`src/rtl/fsgen_pkg.sv`:
```
// Package: shared sizes and types for the frame-sync generator.
// Assumes one clock domain (the rate generator output clock).
package fsgen_pkg;

    localparam int PER_W = 12;   // width of period field
    localparam int WID_W = 8;    // width of pulse-width field

    // Transmit frame-sync source choice after decoding the mode bits.
    typedef enum logic [1:0] {
        TXS_PIN   = 2'd0,
        TXS_GEN   = 2'd1,
        TXS_GATED = 2'd2
    } tx_src_e;

    // Routing selection bundle.
    typedef struct packed {
        logic rx_int;
        logic tx_int;
        logic tx_gen;
    } route_cfg_t;

    // Decode routing bits into a transmit source.
    function automatic tx_src_e decode_tx(input route_cfg_t c);
        if (!c.tx_int)     return TXS_PIN;
        else if (c.tx_gen) return TXS_GEN;
        else               return TXS_GATED;
    endfunction

endpackage

```
`src/rtl/fsgen_sync.sv`:
```
// Module: fsgen_sync
// Brings the external frame-sync pin into the clock domain through a
// STAGES-deep flop chain and flags a one-cycle rising-edge event.
// Assumes the pin is asynchronous; the chain runs whenever out of reset.
module fsgen_sync #(
    parameter int STAGES = 2
) (
    input  logic clk,
    input  logic rst_n,
    input  logic pin,
    output logic rise
);

    logic [STAGES-1:0] chain;
    logic              last_q;

    genvar g;
    generate
        for (g = 0; g < STAGES; g++) begin : g_stage
            if (g == 0) begin : g_first
                // Capture the raw pin.
                always_ff @(posedge clk) begin
                    if (!rst_n) chain[0] <= 1'b0;
                    else        chain[0] <= pin;
                end
            end else begin : g_next
                // Shift toward the synchronized end.
                always_ff @(posedge clk) begin
                    if (!rst_n) chain[g] <= 1'b0;
                    else        chain[g] <= chain[g-1];
                end
            end
        end
    endgenerate

    // Remember the previous synchronized level for edge detection.
    always_ff @(posedge clk) begin
        if (!rst_n) last_q <= 1'b0;
        else        last_q <= chain[STAGES-1];
    end

    assign rise = chain[STAGES-1] & ~last_q;

    // a detected rise lasts a single cycle.
    a_r5_rise_single: assert property (@(posedge clk) disable iff (!rst_n)
        rise |=> !rise);

endmodule

```
`src/rtl/fsgen_core.sv`:
```
// Module: fsgen_core
// Period and width counters producing the generated frame-sync pulse.
// Free mode restarts when the period counter reaches zero; sync mode
// restarts on each edge event. Configuration is loaded only at a start.
// Assumes run already combines both enables.
module fsgen_core #(
    parameter int PER_W = 12,
    parameter int WID_W = 8
) (
    input  logic             clk,
    input  logic             rst_n,
    input  logic             run,
    input  logic             sync_mode,
    input  logic             ext_rise,
    input  logic [PER_W-1:0] period_cfg,
    input  logic [WID_W-1:0] width_cfg,
    output logic             fsg
);

    logic [PER_W-1:0] per_cnt;
    logic [WID_W-1:0] wid_left;
    logic             started;
    logic             fsg_q;
    logic             per_done;
    logic             start;

    assign per_done = (per_cnt == '0);

    // Decide whether this cycle begins a new pulse.
    always_comb begin
        if (!run)          start = 1'b0;
        else if (sync_mode) start = ext_rise;
        else               start = !started || per_done;
    end

    // Counter and pulse state update.
    always_ff @(posedge clk) begin
        if (!rst_n || !run) begin
            per_cnt  <= '0;
            wid_left <= '0;
            started  <= 1'b0;
            fsg_q    <= 1'b0;
        end else if (start) begin
            per_cnt  <= period_cfg;
            wid_left <= width_cfg;
            started  <= 1'b1;
            fsg_q    <= 1'b1;
        end else begin
            if (!per_done) per_cnt <= per_cnt - 1'b1;
            if (wid_left != '0) begin
                wid_left <= wid_left - 1'b1;
                fsg_q    <= 1'b1;
            end else begin
                fsg_q    <= 1'b0;
            end
        end
    end

    assign fsg = fsg_q;

    // once not running, the pulse is low on the next cycle.
    a_r4_idle_low: assert property (@(posedge clk) disable iff (!rst_n)
        !run |=> !fsg);

    // the period counter steps down by one while a period is in progress.
    a_r2_period_step: assert property (@(posedge clk) disable iff (!rst_n)
        (run && !sync_mode && !per_done) |=> (per_cnt == $past(per_cnt) - 1'b1));

    // remaining width keeps the pulse high.
    a_r1_width_hold: assert property (@(posedge clk) disable iff (!rst_n)
        (run && wid_left != '0) |=> fsg);

    // in sync mode, no edge and no remaining width means no pulse.
    a_r7_no_edge_no_pulse: assert property (@(posedge clk) disable iff (!rst_n)
        (run && sync_mode && !ext_rise && wid_left == '0) |=> !fsg);

endmodule

```
`src/rtl/fsgen_route.sv`:
```
// Module: fsgen_route
// Selects the receive and transmit frame syncs from the generated pulse,
// the external pins, or the generated pulse masked by buffer emptiness.
// Purely combinational; clock is used only by its checks.
module fsgen_route
    import fsgen_pkg::*;
(
    input  logic       clk,
    input  logic       rst_n,
    input  route_cfg_t cfg,
    input  logic       gen_fs,
    input  logic       rx_pin,
    input  logic       tx_pin,
    input  logic       buf_empty,
    output logic       rx_fs,
    output logic       tx_fs
);

    tx_src_e tx_sel;

    assign tx_sel = decode_tx(cfg);

    // Receive side: generator or external pin.
    always_comb begin
        rx_fs = cfg.rx_int ? gen_fs : rx_pin;
    end

    // Transmit side: pin, raw generator, or generator gated by data.
    always_comb begin
        case (tx_sel)
            TXS_PIN:   tx_fs = tx_pin;
            TXS_GEN:   tx_fs = gen_fs;
            TXS_GATED: tx_fs = gen_fs & ~buf_empty;
            default:   tx_fs = 1'b0;
        endcase
    end

    // an empty buffer blocks the gated transmit sync.
    a_r10_gated_empty: assert property (@(posedge clk) disable iff (!rst_n)
        (cfg.tx_int && !cfg.tx_gen && buf_empty) |-> !tx_fs);

    // external receive source follows the pin.
    a_r9_rx_pin: assert property (@(posedge clk) disable iff (!rst_n)
        !cfg.rx_int |-> (rx_fs == rx_pin));

endmodule

```
`src/rtl/fsgen_top.sv`:
```
// Module: fsgen_top
// Frame-sync generator: pin synchronizer, period/width core and source
// routing. Runs only when both the rate generator and frame-sync enables
// are set. Assumes all inputs other than the pins are static per cycle.
module fsgen_top
    import fsgen_pkg::*;
#(
    parameter int SYNC_STAGES = 2
) (
    input  logic             clk,
    input  logic             rst_n,
    input  logic             srg_en,
    input  logic             fs_en,
    input  logic [PER_W-1:0] period_cfg,
    input  logic [WID_W-1:0] width_cfg,
    input  logic             sync_mode,
    input  logic             rx_src_int,
    input  logic             tx_src_int,
    input  logic             tx_src_gen,
    input  logic             rx_fs_pin,
    input  logic             tx_fs_pin,
    input  logic             tx_buf_empty,
    output logic             fsg,
    output logic             rx_fs,
    output logic             tx_fs
);

    logic       run;
    logic       ext_rise;
    route_cfg_t rcfg;

    assign run  = srg_en & fs_en;
    assign rcfg = '{rx_int: rx_src_int, tx_int: tx_src_int, tx_gen: tx_src_gen};

    fsgen_sync #(.STAGES(SYNC_STAGES)) i_sync (
        .clk  (clk),
        .rst_n(rst_n),
        .pin  (rx_fs_pin),
        .rise (ext_rise)
    );

    fsgen_core #(.PER_W(PER_W), .WID_W(WID_W)) i_core (
        .clk       (clk),
        .rst_n     (rst_n),
        .run       (run),
        .sync_mode (sync_mode),
        .ext_rise  (ext_rise),
        .period_cfg(period_cfg),
        .width_cfg (width_cfg),
        .fsg       (fsg)
    );

    fsgen_route i_route (
        .clk      (clk),
        .rst_n    (rst_n),
        .cfg      (rcfg),
        .gen_fs   (fsg),
        .rx_pin   (rx_fs_pin),
        .tx_pin   (tx_fs_pin),
        .buf_empty(tx_buf_empty),
        .rx_fs    (rx_fs),
        .tx_fs    (tx_fs)
    );

    // disabled enables keep the generated pulse low next cycle.
    a_r4_enable_gate: assert property (@(posedge clk) disable iff (!rst_n)
        (!srg_en || !fs_en) |=> !fsg);

endmodule

```
`config.mk`:
```
export PLATFORM = sky130hd
export DESIGN_NAME = fsgen_top
export DESIGN_NICKNAME = d
export VERILOG_FILES = /design/src/rtl/fsgen_pkg.sv /design/src/rtl/fsgen_sync.sv /design/src/rtl/fsgen_core.sv /design/src/rtl/fsgen_route.sv /design/src/rtl/fsgen_top.sv
export SDC_FILE = /design/constraint.sdc
export NUM_CORES = 1
export LEC_CHECK = 0
export ABC_AREA = 1
export BUFFER_PORTS_ARGS = -buffer_cell sky130_fd_sc_hd__buf_2
export CORE_MARGIN = 5
export CORE_UTILIZATION = 25
export DETAILED_ROUTE_END_ITERATION = 6
export SLEW_MARGIN = 10
export SYNTH_ARGS = -nofsm -noshare
export SYNTH_HDL_FRONTEND = slang
export SYNTH_SLANG_ARGS = --single-unit
export TNS_END_PERCENT = 1
```
`constraint.sdc`:
```
create_clock -name clk -period 1.8 [get_ports clk]
set_input_delay 0.36 -clock clk [delete_from_list [all_inputs] [get_ports clk]]
set_output_delay 0.36 -clock clk [all_outputs]
set_load 0.005 [all_outputs]
```
# ---- Word level (Yosys, flattened, before mapping)
# Index checks and enable logic that the tools add are counted.
dict set report word_totals {
  register_bits 25
  out_inout_bits 3
  mem_bits_rw 0
  in_bits 31
  n_memories 0
  latch_bits 0
  mem_bits_ro 0
  elab_cells 38
}
dict set report op_classes {
  n_mul 0
  n_shift 0
  n_eq_ne 3
  addsub 2
  mux 12
  div 0
  reduce_logical 9
  bitwise 5
  order_cmp 0
}
# op count
set ops {}
lappend ops {{$mux W12} 2}
lappend ops {{$mux W8} 2}
lappend ops {{$logic_not A12 Y1} 1}
lappend ops {{$sub A12 B1 Y12 const B} 1}
lappend ops {{$reduce_bool A8 Y1} 1}
lappend ops {{$sub A8 B1 Y8 const B} 1}
lappend ops {{$mux W1} 5}
lappend ops {{$mux W2} 2}
lappend ops {{$and A1 B1 Y1} 3}
lappend ops {{$logic_not A1 Y1} 3}
lappend ops {{$pmux W1 S3} 1}
lappend ops {{$eq A2 B1 Y1 const B} 1}
lappend ops {{$eq A2 B2 Y1 const B} 1}
lappend ops {{$logic_not A2 Y1} 1}
lappend ops {{$logic_or A1 B1 Y1} 2}
lappend ops {{$ne A2 B2 Y1 const B} 1}
lappend ops {{$not A1 Y1} 2}
lappend ops {{$reduce_bool A2 Y1} 1}

# ---- Longest topological paths before layout
# Gate-level depths: netlist of the first run.
dict set report depth {
  depth_word 5
  mapped_depth 11
  mapped_depth_nobuf 11
}

# ---- Cells and area by module
# From an unflattened synthesis of the first run, not the netlist that was laid out.
dict set report unflattened {
  hier_cells 256
  area_unflattened_um2 1660.3
}
# module area_each_um2 cells_per_inst instances seq_area_each_um2
set by_module_without_submodules {}
lappend by_module_without_submodules {fsgen_core 1517.7 232 1 440.4}
lappend by_module_without_submodules {fsgen_sync 92.6 11 1 60.1}
lappend by_module_without_submodules {fsgen_route 42.5 11 1 0.0}
lappend by_module_without_submodules {fsgen_top 7.5 2 1 0.0}

# ---- Worst setup path before layout of the first run
# Ideal clock, no wire load.
dict set report synth_path {
  path_kind {reg-to-reg}
  start {register i_core.per_cnt[0]}
  end {register i_core.wid_left[0]}
  arrival_ps 1257
  stages_incl_launch_ff 11
  required_time_ps 1683
  n_path_buf 1
  synth_period_minus_slack_ps 1374
  setup_slack_ps 426
  setup_time_ps 117
  cell_sequence {dfxtp_1 > inv_1 > ha_1 > nand2_1 > nor2_1 > nand2_1 > nand2_2 > nand2_4 > buf_6 > o21ai_0 > nor2_1}
}
dict set report synth_between {
  elab_chain_cells 5
  word_cells_on_any_way 6
  cone_classes {mux: 3; reduce/logical: 3}
}
# element line_no
set synth_lines {}
lappend synth_lines {{start: declaration} fsgen_core.sv:20} ;# logic [PER_W-1:0] per_cnt;
lappend synth_lines {{start signal: assignment} fsgen_core.sv:44} ;# per_cnt <= period_cfg;
lappend synth_lines {{start signal: assignment} fsgen_core.sv:49} ;# if (!per_done) per_cnt <= per_cnt - 1'b1;
lappend synth_lines {{$logic_not A12 Y1 (*)} fsgen_core.sv:27} ;# assign per_done = (per_cnt == '0);
lappend synth_lines {{$logic_or A1 B1 Y1 (*)} fsgen_core.sv:33} ;# else start = !started || per_done;
lappend synth_lines {{$mux W1 (*)} fsgen_core.sv:32} ;# else if (sync_mode) start = ext_rise;
lappend synth_lines {{$mux W1 (*)} fsgen_core.sv:31} ;# if (!run) start = 1'b0;
lappend synth_lines {{$mux W8 or $reduce_bool A2 Y1 (tied branches)} -}
lappend synth_lines {{end signal: assignment} fsgen_core.sv:45} ;# wid_left <= width_cfg;
lappend synth_lines {{end signal: assignment} fsgen_core.sv:51} ;# wid_left <= wid_left - 1'b1;
lappend synth_lines {{end: declaration} fsgen_core.sv:21} ;# logic [WID_W-1:0] wid_left;
# Mark *: on every way between the ends. The rest lies on a longest branch, timed or not.
# A chain may end at the register's enable or synchronous reset.

# ---- Worst setup path after layout of the first run
dict set report layout_path {
  start {register i_core.per_cnt[0]}
  end {register i_core.per_cnt[10]}
}
dict set report layout_between {
  elab_chain_cells 5
  word_cells_on_any_way 8
  cone_classes {add/sub: 1; eq/ne: 1; mux: 4; reduce/logical: 2}
}
# element
set layout_lines {}
lappend layout_lines {{parallel branches: the longest is 5 deep, another holds $sub A12 B1 Y12}}
# Several ways; the timed one is not identified. The select of a mux whose other input is x is not followed.

==> results of run 1 <==
worst reg2reg max path: cells and delay by family, from the launching register on:
family	cells	cell delay (ns)
and+or+nand+nor	8	0.83
adders and majority gates	1	0.23
buffers and inverters	1	0.09
DFF	1	0.35
worst max-delay path by stage:
stage / cells past startpoint / slack, ns / start / endpoint
final: 10 / 0.21 / i_core.per_cnt[0] / i_core.per_cnt[10]
after global routing: 10 / 0.03 / i_core.per_cnt[0] / i_core.per_cnt[6]
after CTS: 10 / 0.19 / i_core.per_cnt[0] / i_core.per_cnt[10]
after detailed placement: 10 / 0.21 / i_core.per_cnt[0] / i_core.per_cnt[10]
after global placement: 10 / 0.26 / i_core.per_cnt[0] / i_core.per_cnt[7]
after floorplan: 10 / 0.43 / i_core.per_cnt[0] / i_core.wid_left[0]
power by group:
group | switching (uW) | internal, uW | total [uW] | leakage (uW)
clock network | 172 | 158 | 330 | 0.0000228
logic | 438 | 305 | 743 | 0.000756
registers | 30.9 | 592 | 623 | 0.000203
synth_stat cells:
cell type	n
a21oi_1	7
a21oi_2	1
buf_2	1
buf_4	1
buf_6	2
clkbuf_1	1
dfxtp_1	25
ha_1	4
inv_1	31
inv_2	2
mux2_2	1
nand2_1	60
nand2_2	3
nand2_4	1
nand3_1	27
nand3_2	1
nand3b_1	11
nor2_1	35
nor2_2	3
nor3_1	2
nor3b_1	1
o211ai_1	1
o21ai_0	8
o21ai_1	1
or2_2	1
xnor2_1	2
xor2_1	7
cell families after synthesis:
group	after synthesis
flops	25
simple gates	145
compound gates	18
mux	1
fa+ha+maj	4
xor+xnor	9
buf+inv	38
registers in the layout (all words and copies together) (netlist names):
| register | count |
|---|---|
| i_sync.last_q | 1 |
| i_core.per_cnt | 12 |
| i_core.wid_left | 8 |
| i_core.started | 1 |
| i_core.fsg | 1 |
| i_sync.chain | 2 |
layout make-up:
| type | instances | area (sq um) |
|---|---|---|
| clock buffer | 4 | 45.0 |
| fill | 684 | 4140 |
| inverter | 33 | 124 |
| multi-input combinational | 177 | 893 |
| sequential | 25 | 500 |
| tap | 75 | 93.8 |
| timing repair buffer | 37 | 195 |
metrics by stage:
stage / cells / total power, uW
floorplan: 240 / 1230
global placement: 347 / 1380
detailed placement: 347 / 1380
CTS: 351 / 1720
global route: 351 / 1870
finish: 351 / 1700
metal layers:
layer | part of all wire (%) | track usage [%]
met5 | 0 | 0
met4 | 1.0 | 3.30
met2 | 50 | 17.1
met3 | 3.3 | 1.75
met1 | 45 | 11.2
==> summary.txt, run 1 <==
Status: finished, final reports clean
Antenna cells: 0
Fin util: 30.9%
Synth area leader: dfxtp_1
Die width: 88.9 um
CP Launch Type: flip-flop
Area share of the largest cell type after synthesis: 32.2%
Max Clock Skew: 0.00117 ns
Synth Instances: 240
Global placement routability congestion: 0.784
CTS tree: done
Drt pass-1 iters: 4
Layout cells sized above 1: 19.2%
Initial Util: 26.0%
Post-Syn Area: 0.00156 sq mm
Clock tree buffer depth: 2
Main combinational cell family by area after synthesis: simple AND/OR/NAND/NOR gates
Fin crit share: 88.1%
Setup CP Type: reg2reg
# IOs: 34
Distinct cells, synth: 27
Worst min-delay path startpoint: rx_fs_pin
Detailed Route WL: 3550 um
Mux contribution to synthesized area: 0.723%
Arr. time, crit path: 1.75 ns
CTS buffer count: 3
Worst endpoint required time: 1.96 ns
Final Hold Viols: 0
Slowest-stage cell, CP: dfxtp_1
Dpl hpwl: 2830 um
Delay-heaviest family, CP: simple AND/OR/NAND/NOR gates
Synth Area in Compound Gates: 6.19%
Synthesized flop and latch total: 25
Placeable Area: 0.00599 sq mm
Hold WC Path Type: in2reg
Fin Setup TNS: 0 ns
NumNets Final: 312
DR vias: 1523
Synth top area cells: dfxtp_1 32%, nand2_1 14%, nand3_1 8.7%, nor2_1 8.4%, inv_1 7.5%
FMAX: 0.631 GHz
Post-Place Worst Slack: 0.212 ns
Xor-xnor portion of the synthesized cell area: 5.06%
Fin crit period: 1.59 ns
Setup bufs post-CTS: 0
Fraction of the mapped netlist area in adder cells: 3.22%
Total global routing overflow: 0
CP peak stage delay: 0.35 ns
Placed inst area: 0.00181 sq mm
VDD IR max: 0.375 mV
Clock latency on the worst-skew pair: 0.26 ns
Part of the Yosys area used for sequential elements: 32.2%
LEAKAGE: 0.000981 uW
Routed wire per std cell: 10.1 um
Area delta synth->final: 19.0%
Avg Inst Size Synth: 6.49 sq um
Final setup vio count: 0
Post-CTS resize count: 0
H-tree depth: 1
Crit end category: flip-flop
CTS sink cnt: 25
Net count after synthesis: 275
Hold depth: 3
R2r worst-path depth: 10
Vias in the first global route: 1421
Worst hold endpoint: i_sync.chain[0]
Die height: 88.9 um
Largest net degree at the start of global routing: 25
Post-Synth Simple-Gate Area: 42.2%
Reg2Reg Launch Point: i_core.per_cnt[0]
CP Max Fanout: 24
Initial DRC Count: 51
Worst r2r dst: i_core.per_cnt[10]
Worst Tran Pin Value: 0.371 ns
Max-capacitance violation count: 0
Gr usage total: 9.51%
Most common cell after layout, fill and taps aside: nand2_1
Mean number of vias per cell: 4.34
Root buf cell: clkbuf_8
Final Max Tran Viols: 0
Fin area: 0.00185 sq mm
Cts-stage hold buffer count: 0
Fin worst setup slack: 0.215 ns
Routed Antenna Nets: 0
Pwr Density: 916 mW/mm^2
Reg clk slew, reported paths: 0.08 ns
Commonest non-fill, non-tap cells in the layout: 60 x nand2_1, 35 x nor2_1, 33 x buf_2
Hold WS: 0.288 ns
Unrepaired setup endpoints after global routing: false
Initial antenna violation count: 0
Slew HR: 75.1%
Die ar.: 0.00790 sq mm
Crit path buffers/inverters: 1
Port buffer count: 33
Reg2reg setup slack: 0.21 ns
Cell Rows: 28
First-pass GRT wire length: 5970 um
CP cell instances: inv_1 -> ha_1 -> nand2_1 -> nor2_1 -> nand2_1 -> nand2_2 -> nand2_4 -> nand2_2 -> nand3_1 -> nor2_1
DRC viols: 0
Syn. warnings: 0
Note: power is estimated with default switching activity, not from simulation.
==> inputs of run 2 (changes only) <==
==> constraint.sdc (replaced) <==
create_clock -name clk -period 1.35 [get_ports clk]
set_input_delay 0.27 -clock clk [delete_from_list [all_inputs] [get_ports clk]]
set_output_delay 0.27 -clock clk [all_outputs]
set_load 0.005 [all_outputs]
==> run 2 against run 1 <==
Against the previous run:
- the run now ends with negative setup slack left
- sequential power increased by 34%
- worst hold slack lost 0.10 ns
- utilization is 8.4 points higher
- critical path type unchanged
- largest cell class unchanged
==> summary.txt, run 2 (synthesized netlist as in run 1, its figures left out) <==
Fin worst setup slack: -0.107 ns (was 0.215 ns)
Root buf cell: clkbuf_8 (unchanged)
Sw Pwr: 1140 uW (was 641 uW)
Final Max Tran Viols: 0 (unchanged)
Clock power share: 16.7% (was 19.4%)
Placed inst area: 0.00198 sq mm (was 0.00181 sq mm)
Pwr Density: 1210 mW/mm^2 (was 916 mW/mm^2)
Flop pwr share: 29.3% (was 36.8%)
Die height: 88.9 um (unchanged)
Status: finished, violations left (was finished, final reports clean)
Detailed Route WL: 4540 um (was 3550 um)
Global placement routability congestion: 0.811 (was 0.784)
Max-capacitance violation count: 0 (unchanged)
Initial Util: 26.0% (unchanged)
First-pass GRT wire length: 7610 um (was 5970 um)
Max Clock Skew: 0.00755 ns (was 0.00117 ns)
Area delta synth->final: 51.1% (was 19.0%)
Switch share: 40.1% (was 37.8%)
Reg2Reg Launch Point: i_core.per_cnt[0] (unchanged)
Final Hold Viols: 0 (unchanged)
Clock tree buffer depth: 2 (unchanged)
Worst Tran Pin Value: 0.240 ns (was 0.371 ns)
Crit end category: flip-flop (unchanged)
Internal power: 1700 uW (was 1050 uW)
FMAX: 0.686 GHz (was 0.631 GHz)
Clock latency on the worst-skew pair: 0.28 ns (was 0.26 ns)
Drt pass-1 iters: 4 (unchanged)
Antenna cells: 0 (unchanged)
Routed Antenna Nets: 0 (unchanged)
Placeable Area: 0.00599 sq mm (unchanged)
# IOs: 34 (unchanged)
Setup CP Type: reg2reg (unchanged)
Port buffer count: 33 (unchanged)
Worst hold endpoint: i_sync.chain[0] (unchanged)
Slew HR: 83.9% (was 75.1%)
Total global routing overflow: 0 (unchanged)
Fin crit share: 108% (was 88.1%)
Hold WC Path Type: in2reg (unchanged)
Mean number of vias per cell: 4.44 (was 4.34)
Biggest registers after layout: i_core.per_cnt (12), i_core.wid_left (8), i_sync.chain (2) (unchanged)
CTS tree: done (unchanged)
Hold WS: 0.185 ns (was 0.288 ns)
Worst endpoint required time: 1.57 ns (was 1.96 ns)
Commonest non-fill, non-tap cells in the layout: 48 x nand2_1, 33 x buf_2, 29 x nor2_1 (was 60 x nand2_1, 35 x nor2_1, 33 x buf_2)
Dpl hpwl: 3070 um (was 2830 um)
Reg clk slew, reported paths: 0.10 ns (was 0.08 ns)
Largest register FFs: 12 (unchanged)
Biggest register: i_core.per_cnt (unchanged)
CTS buffer count: 3 (unchanged)
H-tree depth: 1 (unchanged)
Gr usage total: 12.5% (was 9.51%)
CP Max Fanout: 5 (was 24)
Worst r2r dst: i_core.per_cnt[3] (was i_core.per_cnt[10])
Arr. time, crit path: 1.68 ns (was 1.75 ns)
CTS sink cnt: 25 (unchanged)
Fin area: 0.00235 sq mm (was 0.00185 sq mm)
Initial DRC Count: 52 (was 51)
Unrepaired setup endpoints after global routing: true (was false)
R2r worst-path depth: 11 (was 10)
Most common cell after layout, fill and taps aside: nand2_1 (unchanged)
Fin Setup TNS: -1.40 ns (was 0 ns)
Largest net degree at the start of global routing: 16 (was 25)
Fin util: 39.3% (was 30.9%)
Vias in the first global route: 1738 (was 1421)
Die ar.: 0.00790 sq mm (unchanged)
Post-Place Worst Slack: -0.123 ns (was 0.212 ns)
Initial antenna violation count: 0 (unchanged)
Final setup vio count: 20 (was 0)
LEAKAGE: 0.00121 uW (was 0.000981 uW)
Routed wire per std cell: 11.9 um (was 10.1 um)
Die width: 88.9 um (unchanged)
CP Launch Type: flip-flop (unchanged)
Comb power frac: 54.0% (was 43.8%)
Worst min-delay path startpoint: rx_fs_pin (unchanged)
VDD IR max: 0.519 mV (was 0.375 mV)
Hold depth: 3 (unchanged)
Cell Rows: 28 (unchanged)
DR vias: 1695 (was 1523)
Layout cells sized above 1: 40.1% (was 19.2%)
Reg2reg setup slack: -0.11 ns (was 0.21 ns)
Violated checks: negative setup slack
DRC viols: 0 (unchanged)
Fin crit period: 1.46 ns (was 1.59 ns)
NumNets Final: 343 (was 312)
[run 2: changes by cell type in the layout (fill, tap and decap cells not counted), moves of 6 or more]
cell | previous run | this run
nand2_2 | 3 | 11
nand2_1 | 60 | 48
nor2_1 | 35 | 29
buf_4 | 4 | 27
nand3_2 | 1 | 8
nand3_1 | 27 | 20
[run 2: routing by layer]
layer	track usage, %	share of wire, %	vias to the layer above
li1	-	-	887
met1	14.3	41	768
met2	22.5	52	29
met3	2.86	4.0	11
met4	4.67	2.2	0
met5	0	0	-
[run 2: layout make-up]
type / instances / area, sq um
clock buffers: 3 / 41.3
clock inverters: 1 / 7.51
fillers: 626 / 3640
inverters: 33 / 134
multi-input cells: 180 / 1110
flip-flops and latches: 25 / 505
well taps: 75 / 93.8
repair buffers: 65 / 462
[run 2: what timing repair did]
action	CTS	global route
hold buffers	0	0
setup buffers	3	1
endpoints found under the setup margin	19	21
gates cloned	4	0
hold endpoints to repair	0	0
gates resized for setup	39	21
pin swaps	12	15
[run 2: worst max path at each step]
stage                     slack [ns]               from  depth (start not counted)            endpoint
after global routing           -0.21  i_core.per_cnt[0]                         11   i_core.per_cnt[7]
after global placement         -0.08  i_core.per_cnt[1]                          8   i_core.per_cnt[1]
after floorplan              -0.0005  i_core.per_cnt[0]                         10  i_core.wid_left[0]
after detailed placement       -0.12  i_core.per_cnt[1]                         10   i_core.per_cnt[3]
final                          -0.11  i_core.per_cnt[0]                         11   i_core.per_cnt[3]
after CTS                       -0.1  i_core.per_cnt[1]                         11   i_core.per_cnt[3]
[run 2: stage by stage]
stage,instances,total power (uW)
final,382,2840
after global routing,382,3060
after CTS,381,2680
after detailed placement,370,2050
after global placement,370,2020
after floorplan,240,1640
[run 2: power by group through the flow]
stage	clock [uW]	sequential (uW)	combinational [uW]
finish	473	832	1530
global route	505	838	1720
CTS	480	831	1370
detailed placement	0	842	1210
global placement	0	841	1180
floorplan	0	839	801
[run 2: worst max-delay path: stages, from the launching register on]
cell and delay (ns):
dfxtp_2 0.33, inv_2 0.07, ha_4 0.14, nand2_2 0.04, nor2_1 0.09, nand2_1 0.09
nand2_4 0.15, buf_12 0.16, nand2_8 0.08, nand2_2 0.08, nand3_2 0.07, nor2_1 0.09
